### src/rtl/scrub_pkg.sv
package scrub_pkg;
  typedef enum logic [2:0] {
    ST_IDLE,
    ST_READ,
    ST_RWAIT,
    ST_FIX,
    ST_FULL
  } scrub_st_e;
endpackage

### src/rtl/scrub_period_timer.sv
module scrub_period_timer #(
  parameter int PERIOD_W = 24
) (
  input  logic                clk_i,
  input  logic                rst_ni,
  input  logic [PERIOD_W-1:0] period_i,
  input  logic                restart_i,
  output logic                due_o
);
  logic [PERIOD_W-1:0] elapsed_q;

  // Cycles since the last pass start, saturating.
  always_ff @(posedge clk_i) begin
    if (!rst_ni) begin
      elapsed_q <= '0;
    end else if (restart_i) begin
      elapsed_q <= PERIOD_W'(1);
    end else if (elapsed_q != '1) begin
      elapsed_q <= elapsed_q + 1'b1;
    end
  end

  assign due_o = (elapsed_q >= period_i);

  AST_START_WHEN_DUE: assert property (@(posedge clk_i) disable iff (!rst_ni)
    restart_i |-> due_o);
endmodule

### src/rtl/scrub_cursor.sv
module scrub_cursor #(
  parameter int FRAMES = 8,
  parameter int WORDS  = 16,
  parameter int ADDR_W = 7
) (
  input  logic              clk_i,
  input  logic              rst_ni,
  input  logic              clear_i,
  input  logic              wrap_i,
  input  logic              step_word_i,
  input  logic              step_frame_i,
  output logic [ADDR_W-1:0] addr_o,
  output logic              last_word_o,
  output logic              last_frame_o
);
  localparam int FRAME_W = (FRAMES > 1) ? $clog2(FRAMES) : 1;
  localparam int WORD_W  = (WORDS > 1) ? $clog2(WORDS) : 1;

  logic [FRAME_W-1:0] frame_q;
  logic [WORD_W-1:0]  word_q;

  always_ff @(posedge clk_i) begin
    if (!rst_ni) begin
      frame_q <= '0;
      word_q  <= '0;
    end else if (clear_i) begin
      frame_q <= '0;
      word_q  <= '0;
    end else if (step_frame_i) begin
      frame_q <= frame_q + 1'b1;
      word_q  <= '0;
    end else if (wrap_i) begin
      word_q  <= '0;
    end else if (step_word_i) begin
      word_q  <= word_q + 1'b1;
    end
  end

  assign last_word_o  = (word_q == WORD_W'(WORDS - 1));
  assign last_frame_o = (frame_q == FRAME_W'(FRAMES - 1));
  assign addr_o       = ADDR_W'(frame_q) * ADDR_W'(WORDS) + ADDR_W'(word_q);

  AST_CURSOR_IN_STORE: assert property (@(posedge clk_i) disable iff (!rst_ni)
    (int'(word_q) < WORDS) && (int'(frame_q) < FRAMES));
endmodule

### src/rtl/scrub_ctrl.sv
module scrub_ctrl
  import scrub_pkg::*;
#(
  parameter int FRAMES   = 8,
  parameter int WORDS    = 16,
  parameter int DATA_W   = 32,
  parameter int PERIOD_W = 24,
  parameter int CNT_W    = 16,
  localparam int TOTAL   = FRAMES * WORDS,
  localparam int ADDR_W  = (TOTAL > 1) ? $clog2(TOTAL) : 1
) (
  input  logic                clk_i,
  input  logic                rst_ni,
  input  logic [PERIOD_W-1:0] scrub_period_i,
  input  logic                sefi_i,
  output logic                mem_req_valid_o,
  input  logic                mem_req_ready_i,
  output logic                mem_req_we_o,
  output logic [ADDR_W-1:0]   mem_req_addr_o,
  output logic [DATA_W-1:0]   mem_req_wdata_o,
  input  logic                mem_rsp_valid_i,
  input  logic [DATA_W-1:0]   mem_rsp_data_i,
  output logic [ADDR_W-1:0]   gold_addr_o,
  input  logic [DATA_W-1:0]   gold_data_i,
  output logic                busy_o,
  output logic                user_en_o,
  output logic [CNT_W-1:0]    repaired_o,
  output logic                repair_fail_o
);
  scrub_st_e         state_q, state_d;
  logic              verify_q, verify_d;
  logic              mism_q, mism_d, mism_now;
  logic              sefi_q, sefi_rise, pend_q;
  logic [CNT_W-1:0]  cnt_q;
  logic              fail_q;
  logic              due, pass_start, go_full, stalled, hs;
  logic              cur_clear, cur_wrap, cur_word, cur_frame;
  logic              last_word, last_frame;
  logic              fix_done, fail_hit;
  logic [ADDR_W-1:0] cur_addr;

  scrub_period_timer #(.PERIOD_W(PERIOD_W)) u_timer (
    .clk_i     (clk_i),
    .rst_ni    (rst_ni),
    .period_i  (scrub_period_i),
    .restart_i (pass_start),
    .due_o     (due)
  );

  scrub_cursor #(.FRAMES(FRAMES), .WORDS(WORDS), .ADDR_W(ADDR_W)) u_cursor (
    .clk_i        (clk_i),
    .rst_ni       (rst_ni),
    .clear_i      (cur_clear),
    .wrap_i       (cur_wrap),
    .step_word_i  (cur_word),
    .step_frame_i (cur_frame),
    .addr_o       (cur_addr),
    .last_word_o  (last_word),
    .last_frame_o (last_frame)
  );

  // Request channel: valid held until ready; writes always carry golden data.
  assign mem_req_valid_o = (state_q == ST_READ) || (state_q == ST_FIX) || (state_q == ST_FULL);
  assign mem_req_we_o    = (state_q == ST_FIX) || (state_q == ST_FULL);
  assign mem_req_addr_o  = cur_addr;
  assign gold_addr_o     = cur_addr;
  assign mem_req_wdata_o = gold_data_i;

  assign hs        = mem_req_valid_o && mem_req_ready_i;
  assign stalled   = mem_req_valid_o && !mem_req_ready_i;
  assign sefi_rise = sefi_i && !sefi_q;
  // An interrupt takes over only where no request is waiting for acceptance.
  assign go_full   = pend_q && !stalled;
  assign mism_now  = mism_q || (mem_rsp_data_i != gold_data_i);

  always_comb begin
    state_d    = state_q;
    verify_d   = verify_q;
    mism_d     = mism_q;
    cur_clear  = 1'b0;
    cur_wrap   = 1'b0;
    cur_word   = 1'b0;
    cur_frame  = 1'b0;
    fix_done   = 1'b0;
    fail_hit   = 1'b0;
    pass_start = 1'b0;
    if (go_full) begin
      state_d   = ST_FULL;
      cur_clear = 1'b1;
      verify_d  = 1'b0;
      mism_d    = 1'b0;
    end else begin
      case (state_q)
        ST_IDLE: begin
          if (due) begin
            pass_start = 1'b1;
            state_d    = ST_READ;
            cur_clear  = 1'b1;
            verify_d   = 1'b0;
            mism_d     = 1'b0;
          end
        end
        ST_READ: begin
          if (hs) state_d = ST_RWAIT;
        end
        ST_RWAIT: begin
          if (mem_rsp_valid_i) begin
            if (!last_word) begin
              mism_d   = mism_now;
              cur_word = 1'b1;
              state_d  = ST_READ;
            end else if (!verify_q && mism_now) begin
              // Frame is dirty: rewrite it from its first word.
              mism_d   = 1'b0;
              cur_wrap = 1'b1;
              state_d  = ST_FIX;
            end else begin
              fail_hit = verify_q && mism_now;
              verify_d = 1'b0;
              mism_d   = 1'b0;
              if (last_frame) begin
                state_d = ST_IDLE;
              end else begin
                cur_frame = 1'b1;
                state_d   = ST_READ;
              end
            end
          end
        end
        ST_FIX: begin
          if (hs) begin
            if (last_word) begin
              cur_wrap = 1'b1;
              verify_d = 1'b1;
              fix_done = 1'b1;
              state_d  = ST_READ;
            end else begin
              cur_word = 1'b1;
            end
          end
        end
        ST_FULL: begin
          if (hs) begin
            if (last_word && last_frame) begin
              state_d = ST_IDLE;
            end else if (last_word) begin
              cur_frame = 1'b1;
            end else begin
              cur_word = 1'b1;
            end
          end
        end
        default: state_d = ST_IDLE;
      endcase
    end
  end

  always_ff @(posedge clk_i) begin
    if (!rst_ni) begin
      state_q  <= ST_IDLE;
      verify_q <= 1'b0;
      mism_q   <= 1'b0;
      sefi_q   <= 1'b0;
      pend_q   <= 1'b0;
      cnt_q    <= '0;
      fail_q   <= 1'b0;
    end else begin
      state_q  <= state_d;
      verify_q <= verify_d;
      mism_q   <= mism_d;
      sefi_q   <= sefi_i;
      pend_q   <= sefi_rise || (pend_q && !go_full);
      if (fix_done && (cnt_q != '1)) cnt_q <= cnt_q + 1'b1;
      if (fail_hit) fail_q <= 1'b1;
    end
  end

  assign busy_o        = (state_q != ST_IDLE);
  assign user_en_o     = !(pend_q || (state_q == ST_FULL));
  assign repaired_o    = cnt_q;
  assign repair_fail_o = fail_q;

  AST_REQ_HOLD: assert property (@(posedge clk_i) disable iff (!rst_ni)
    (mem_req_valid_o && !mem_req_ready_i) |=>
      (mem_req_valid_o && $stable(mem_req_addr_o) && $stable(mem_req_we_o)));
  AST_SEFI_GATES_USER: assert property (@(posedge clk_i) disable iff (!rst_ni)
    $rose(sefi_i) |=> !user_en_o);
  AST_FULL_FROM_ZERO: assert property (@(posedge clk_i) disable iff (!rst_ni)
    ((state_q == ST_FULL) && ($past(state_q) != ST_FULL)) |-> (mem_req_addr_o == '0));
  AST_FAIL_STICKY: assert property (@(posedge clk_i) disable iff (!rst_ni)
    $past(repair_fail_o) |-> repair_fail_o);
  AST_COUNT_STEP: assert property (@(posedge clk_i) disable iff (!rst_ni)
    (repaired_o != $past(repaired_o)) |-> (repaired_o == $past(repaired_o) + 1'b1));
endmodule

### config.mk
export PLATFORM = sky130hd
export DESIGN_NAME = scrub_ctrl
export DESIGN_NICKNAME = d
export VERILOG_FILES = /design/src/rtl/scrub_pkg.sv /design/src/rtl/scrub_period_timer.sv /design/src/rtl/scrub_cursor.sv /design/src/rtl/scrub_ctrl.sv
export SDC_FILE = /design/constraint.sdc
export NUM_CORES = 1
export LEC_CHECK = 0
export BUFFER_PORTS_ARGS = -buffer_cell sky130_fd_sc_hd__buf_2
export CAP_MARGIN = 30
export CORE_ASPECT_RATIO = 1.2
export CORE_MARGIN = 2
export CORE_UTILIZATION = 53
export CTS_CLUSTER_SIZE = 14
export DETAILED_ROUTE_END_ITERATION = 6
export PLACE_DENSITY = 0.85
export SYNTH_ARGS = -nofsm -noshare
export SYNTH_HDL_FRONTEND = slang
export SYNTH_SLANG_ARGS = --single-unit
### constraint.sdc
create_clock -name clk_i -period 6.8 [get_ports clk_i]
set_clock_uncertainty 0.1 [all_clocks]
set_input_delay 0.34 -clock clk_i [delete_from_list [all_inputs] [get_ports clk_i]]
set_output_delay 0.34 -clock clk_i [all_outputs]
set_load 0.05 [all_outputs]
==> results of run 1 <==
## cells in the mapped netlist, types with 2 or more instances
master,instances
and2_1,8
or4_1,2
nand2_1,20
nor3_1,10
ha_1,29
o21ai_0,2
inv_1,30
and4_1,6
clkbuf_1,4
nor4_2,2
nor2b_1,18
dfxtp_1,55
nor2_1,42
nand4_1,19
xor2_1,50
nand3_1,16
or3_1,3
o21a_1,2
xnor2_1,21
mux2i_1,5
nand2b_1,5
nor3_2,3
a21o_1,5
a21oi_1,15
buf_4,42
o32ai_1,2
nor3b_1,3
nand4b_1,4
nor4_1,12
o21ai_1,2
and3_1,7
## stage by stage
stage | instance area, µm² | hold slack (ns) | setup WS (ns)
4_1_cts | 4630 | 0.148 | 3.87
2_1_floorplan | 3960 | 0.363 | 4.39
5_1_grt | 4630 | 0.155 | 3.61
3_5_place_dp | 4530 | 0.385 | 3.78
6_report | 4630 | 0.149 | 3.87
3_3_place_gp | 4530 | 0.370 | 3.95
## worst max-delay path: stages, from the launching register on
cell	delay (ns)
dfxtp_1	0.36
ha_1	0.32
nand4_1	0.17
or4_1	0.61
o211ai_1	0.23
a21oi_2	0.11
o31ai_4	0.76
nor2_1	0.12
## path summary, 6_finish.rpt
kind / endpoint / slack (ns) / cells after the start
max: u_timer.elapsed_q[9] / 3.87 / 7
min: sefi_q / 0.15 / 2
max reg2reg: u_timer.elapsed_q[9] / 3.87 / 7
min reg2reg: repair_fail_o / 0.40 / 2
## cell type report
type / instances / area share (%)
clock buffers: 5 / 1.49
multi-input cells: 336 / 51.8
inverters: 31 / 2.51
clock inverters: 2 / 0.810
well taps: 90 / 2.43
repair buffers: 159 / 17.2
flip-flops and latches: 55 / 23.8
## sequential cells by signal, indices dropped and copies added, names as in the netlist
name,flops
mism_q,1
sefi_q,1
u_cursor.word_q,4
state_q,3
pend_q,1
repaired_o,16
verify_q,1
u_timer.elapsed_q,24
repair_fail_o,1
u_cursor.frame_q,3
## metal layers
| layer | vias to the layer above | wire, µm | global-route usage (%) |
|---|---|---|---|
| met5 | - | 0 | 0 |
| met4 | 0 | 60 | 5.30 |
| met3 | 4 | 595 | 4.10 |
| met2 | 118 | 4680 | 38.6 |
| met1 | 1670 | 3830 | 27.9 |
| li1 | 1813 | - | - |
## cells by family (layout without fill, tap and decap cells)
| family | after synthesis | count (layout) | share of synthesized area (%) |
|---|---|---|---|
| DFF | 55 | 55 | 27.8 |
| adders and majority gates | 29 | 29 | 9.15 |
| xor gates and xnor gates | 71 | 71 | 15.7 |
| and+or+nand+nor | 190 | 190 | 27.1 |
| muxes | 5 | 5 | 1.26 |
| buffers and inverters | 79 | 197 | 11.7 |
| AOI/OAI and AO/OA | 41 | 41 | 7.32 |
## where the power goes
part	total [mW]	switching, mW	internal [mW]
Clock	0.214	0.107	0.108
Sequential	0.331	0.00559	0.325
Combinational	0.154	0.0996	0.0545
==> results.sh, run 1 <==
export IMPL_yosys_top_cells_area="dfxtp_1 28%, xor2_1 11%, ha_1 9.2%"
export IMPL_postCtsResizedCells=0
export IMPL_via_per_inst=5.32
export IMPL_cts_tree="built"
export IMPL_fin_cells=678
export IMPL_grt_overflow=0
export IMPL_regArea_um2=1100
export IMPL_numCtsBuffers=5
export IMPL_hold_viol=0
export IMPL_synth_top_flop_cell="dfxtp_1"
export IMPL_hp_start="sefi_i"
export IMPL_die_y_um=98.7
export IMPL_core_um2=7230
export IMPL_cts_max_path_buffers=2
export IMPL_rr_startpoint="u_timer.elapsed_q[21]"
export IMPL_final_cell_mix="159 x buf_2, 55 x dfxtp_1, 50 x xor2_1"
export IMPL_initial_core_util_pct=54.8
export IMPL_num_rows=34
export IMPL_yosys_warnings=0
export IMPL_vias=3605
export IMPL_yosys_register_bits=55
export IMPL_place_hpwl_mm=7.52
export IMPL_required_ns=6.87
export IMPL_post_cts_buffers=0
export IMPL_root_buffer="clkbuf_8"
export IMPL_maxSlewHeadroom_pct=38.1
export IMPL_hp_class="primary input to flip-flop"
export IMPL_yosysTopAreaCell="dfxtp_1"
export IMPL_critPathMaxFanout=23
export IMPL_multi_input_area_um2=2400
export IMPL_area_delta_synth_final_pct=16.9
export IMPL_ios=160
export IMPL_drv_slew=0
export IMPL_drc_errors=0
export IMPL_postLayoutCoreUtil_pct=64.0
export IMPL_worst_pin_slew_ns=0.928
export IMPL_setup_violations_final=0
export IMPL_tns_ns=0
export IMPL_status="complete, no violations"
export IMPL_drive_gt1_share_pct=30.8
export IMPL_cp_end_kind="flip-flop"
export IMPL_dieArea_um2=8190
export IMPL_fmax_mhz=341
export IMPL_p_leak_nw=2.20
export IMPL_n_fill_cell=623
export IMPL_synthArstFlopShare_pct=0
export IMPL_fin_crit_sh_pct=43.1
export IMPL_first_pass_iters=5
export IMPL_power_mw=0.700
export IMPL_wl_mm=9.17
export IMPL_grt_pass1_wl_mm=15.3
export IMPL_max_cap_viol_count=0
export IMPL_critPathLaunchType="flip-flop"
export IMPL_synthCells=470
export IMPL_period_minus_slack_ns=2.93
export IMPL_first_iter_violations=128
export IMPL_ir_drop_mv=0.0874
export IMPL_place_congestion=0.930
export IMPL_io_buffers=159
export IMPL_synth_fp_nets=592
export IMPL_avgRoutedWirePerCell_um=13.5
export IMPL_track_usage_pct=22.0
export IMPL_arrival_ns=3.00
export IMPL_dpl_cell_count=671
export IMPL_antenna_found_initial=0
export IMPL_grt_max_degree=25
export IMPL_htreeDepth=2
export IMPL_ant_nets=0
export IMPL_critPathLaunch="u_timer.elapsed_q[21]"
export IMPL_worst_setup_path_type="flip-flop to flip-flop"
export IMPL_synth_area_per_cell_um2=8.43
export IMPL_antenna_cells=0
export IMPL_yosysUniqueCellTypes=57
export IMPL_rsz0062_at_grt="false"
export IMPL_insertion_delay_ns=0.31
export IMPL_layout_nets=710
export IMPL_cts_sinks=55
export IMPL_final_common_cell="buf_2"
export IMPL_netlist_area_um2=3960
export IMPL_seq_area_frac_synth_pct=27.8
export IMPL_cts_clk_slew_worst_paths_ns=0.10
export IMPL_hold_buffers=0
export IMPL_synth_edff_count=0
export IMPL_grt_pass1_vias=3462
export IMPL_power_density_nw_per_um2=151
export IMPL_synth_top_area_share_pct=27.8
export IMPL_fp_dieW_um=82.9
Power figures use the tool's default switching activity.
==> run 2, diff against run 1 <==
Settings changed: CORE_UTILIZATION 53 to 49, PLACE_DENSITY 0.85 to 0.79.
Clock period 6.8 ns to 3 ns, I/O delays scaled along.
==> run 2 against run 1 <==
Net effect: flip-flop and latch count is the same; global-route usage shrank 1.7 points; total power up 120%; sequential power grew 130%; via count decreased by 1.2%; count of clock-buffer cells in the layout increased by 1; register-to-register slack worse by 3.4 ns; sequential share of layout area fell by 0.064 points; critical path depth grew 2; first-iteration DRC count shrank 23%; fmax increased by 16%; non-clock buffer count up 2; largest cell class unchanged.
==> results.sh, run 2 (synthesis gave the netlist of run 1 again) <==
export IMPL_status="complete, no violations"
export IMPL_grt_overflow=0
export IMPL_cp_cell_sequence="ha_1 > nand4_1 > nor3_1 > a2111oi_0 > o211ai_1 > a21oi_2 > o31ai_4 > buf_4 > a311oi_1"
export IMPL_fp_dieW_um=86.1
export IMPL_first_iter_violations=99
export IMPL_critPathLaunchType="flip-flop"
export IMPL_grt_pass1_wl_mm=14.7
export IMPL_antenna_found_initial=0
export IMPL_cts_sinks=55
export IMPL_via_per_inst=5.22
export IMPL_worst_setup_path_type="flip-flop to flip-flop"
export IMPL_antenna_cells=0
export IMPL_setup_violations_final=0
export IMPL_max_cap_viol_count=0
export IMPL_dpl_cell_count=674
export IMPL_r2r_end="u_timer.elapsed_q[22]"
export IMPL_initial_core_util_pct=51.1
export IMPL_arrival_ns=2.66
export IMPL_power_density_nw_per_um2=331
export IMPL_maxSlewHeadroom_pct=62.3
export IMPL_critPathSlowestCell="dfxtp_1"
export IMPL_htreeDepth=2
export IMPL_cp_end_kind="flip-flop"
export IMPL_area_delta_synth_final_pct=17.2
export IMPL_first_pass_iters=4
export IMPL_fmax_mhz=394
export IMPL_drv_slew=0
export IMPL_place_congestion=0.851
export IMPL_track_usage_pct=20.2
export IMPL_path_delay_family="compound AO/OA/AOI/OAI gates"
export IMPL_period_minus_slack_ns=2.54
export IMPL_vias=3562
export IMPL_drive_gt1_share_pct=31.0
export IMPL_cp_depth=9
export IMPL_hold_viol=0
export IMPL_worst_pin_slew_ns=0.564
export IMPL_cts_tree="built"
export IMPL_post_cts_buffers=0
export IMPL_worstHoldPathCells=2
export IMPL_rsz0062_at_grt="false"
export IMPL_p_leak_nw=2.21
export IMPL_hp_class="primary input to flip-flop"
export IMPL_reg2reg_slack_ns=0.46
export IMPL_hold_buffers=1
export IMPL_cts_max_path_buffers=2
export IMPL_dieArea_um2=8830
export IMPL_largest_reg_flops=24
export IMPL_hold_end="state_q[2]"
export IMPL_io_buffers=159
export IMPL_layout_nets=712
export IMPL_cts_clk_slew_worst_paths_ns=0.11
export IMPL_grt_max_degree=25
export IMPL_avgRoutedWirePerCell_um=13.4
export IMPL_r2r_cells=9
export IMPL_tns_ns=0
export IMPL_grt_pass1_vias=3386
export IMPL_ir_drop_mv=0.231
export IMPL_fin_crit_sh_pct=84.6
export IMPL_regMostFlops="u_timer.elapsed_q"
export IMPL_fin_cells=683
export IMPL_core_um2=7750
export IMPL_max_stage_delay_ns=0.42
export IMPL_finalWorstSetupSlack_ns=0.461
export IMPL_pre_cts_slack_ns=0.457
export IMPL_final_cell_mix="159 x buf_2, 55 x dfxtp_1, 50 x xor2_1"
export IMPL_holdWs_ns=0.184
export IMPL_wl_mm=9.17
export IMPL_critPathMaxFanout=23
export IMPL_rr_startpoint="u_timer.elapsed_q[20]"
export IMPL_required_ns=3.12
export IMPL_critPathBufInv=1
export IMPL_drc_errors=0
export IMPL_die_y_um=103
export IMPL_ios=160
export IMPL_ant_nets=0
export IMPL_postCtsResizedCells=0
export IMPL_place_hpwl_mm=7.55
export IMPL_num_rows=35
export IMPL_numCtsBuffers=5
export IMPL_hp_start="rst_ni"
export IMPL_final_common_cell="buf_2"
export IMPL_postLayoutCoreUtil_pct=59.9
export IMPL_insertion_delay_ns=0.31
export IMPL_root_buffer="clkbuf_8"
==> run 2: changes by cell type in the layout (fill, tap and decap cells not counted), sizes merged <==
| cell | before | now |
|---|---|---|
| buf | 159 | 160 |
| clkinv | 0 | 1 |
| clkbuf | 5 | 6 |
| bufinv | 1 | 0 |
| dlygate4sd3 | 0 | 1 |
==> run 2: worst max-delay path by stage <==
stage	endpoint	slack, ns	start
after CTS	u_cursor.word_q[0]	0.45	u_timer.elapsed_q[20]
after global routing	u_cursor.word_q[1]	0.17	u_timer.elapsed_q[22]
after detailed placement	u_cursor.word_q[0]	0.46	u_timer.elapsed_q[20]
final	u_timer.elapsed_q[22]	0.46	u_timer.elapsed_q[20]
after floorplan	repaired_o[9]	0.59	u_cursor.word_q[0]
after global placement	u_timer.elapsed_q[18]	0.54	u_timer.elapsed_q[21]
==> run 2: metal layers <==
layer  track usage, %  share of wire (%)
met3             3.44                5.6
met5                0                  0
met1             25.6                 43
met4             3.79               0.55
met2             36.5                 51
==> run 2: final cells by class <==
type	instances	area [µm²]
Fill cell	715	3110
Multi-Input combinational cell	336	2400
Sequential cell	55	1100
Timing Repair Buffer	161	813
Inverter	31	116
Tap cell	92	115
Clock buffer	6	82.6
Clock inverter	2	16.3
==> run 2: report_power, final <==
group	internal [mW]	switching, mW	total (mW)
logic	0.125	0.226	0.351
registers	0.738	0.0120	0.750
clock network	0.189	0.247	0.436
total	1.05	0.484	1.54
==> run 2: through the flow <==
stage / power [mW] / area (µm²)
after detailed placement: 1.12 / 4540
after global routing: 1.61 / 4640
after global placement: 1.11 / 4540
after floorplan: 1.02 / 3960
after CTS: 1.55 / 4640
final: 1.54 / 4640
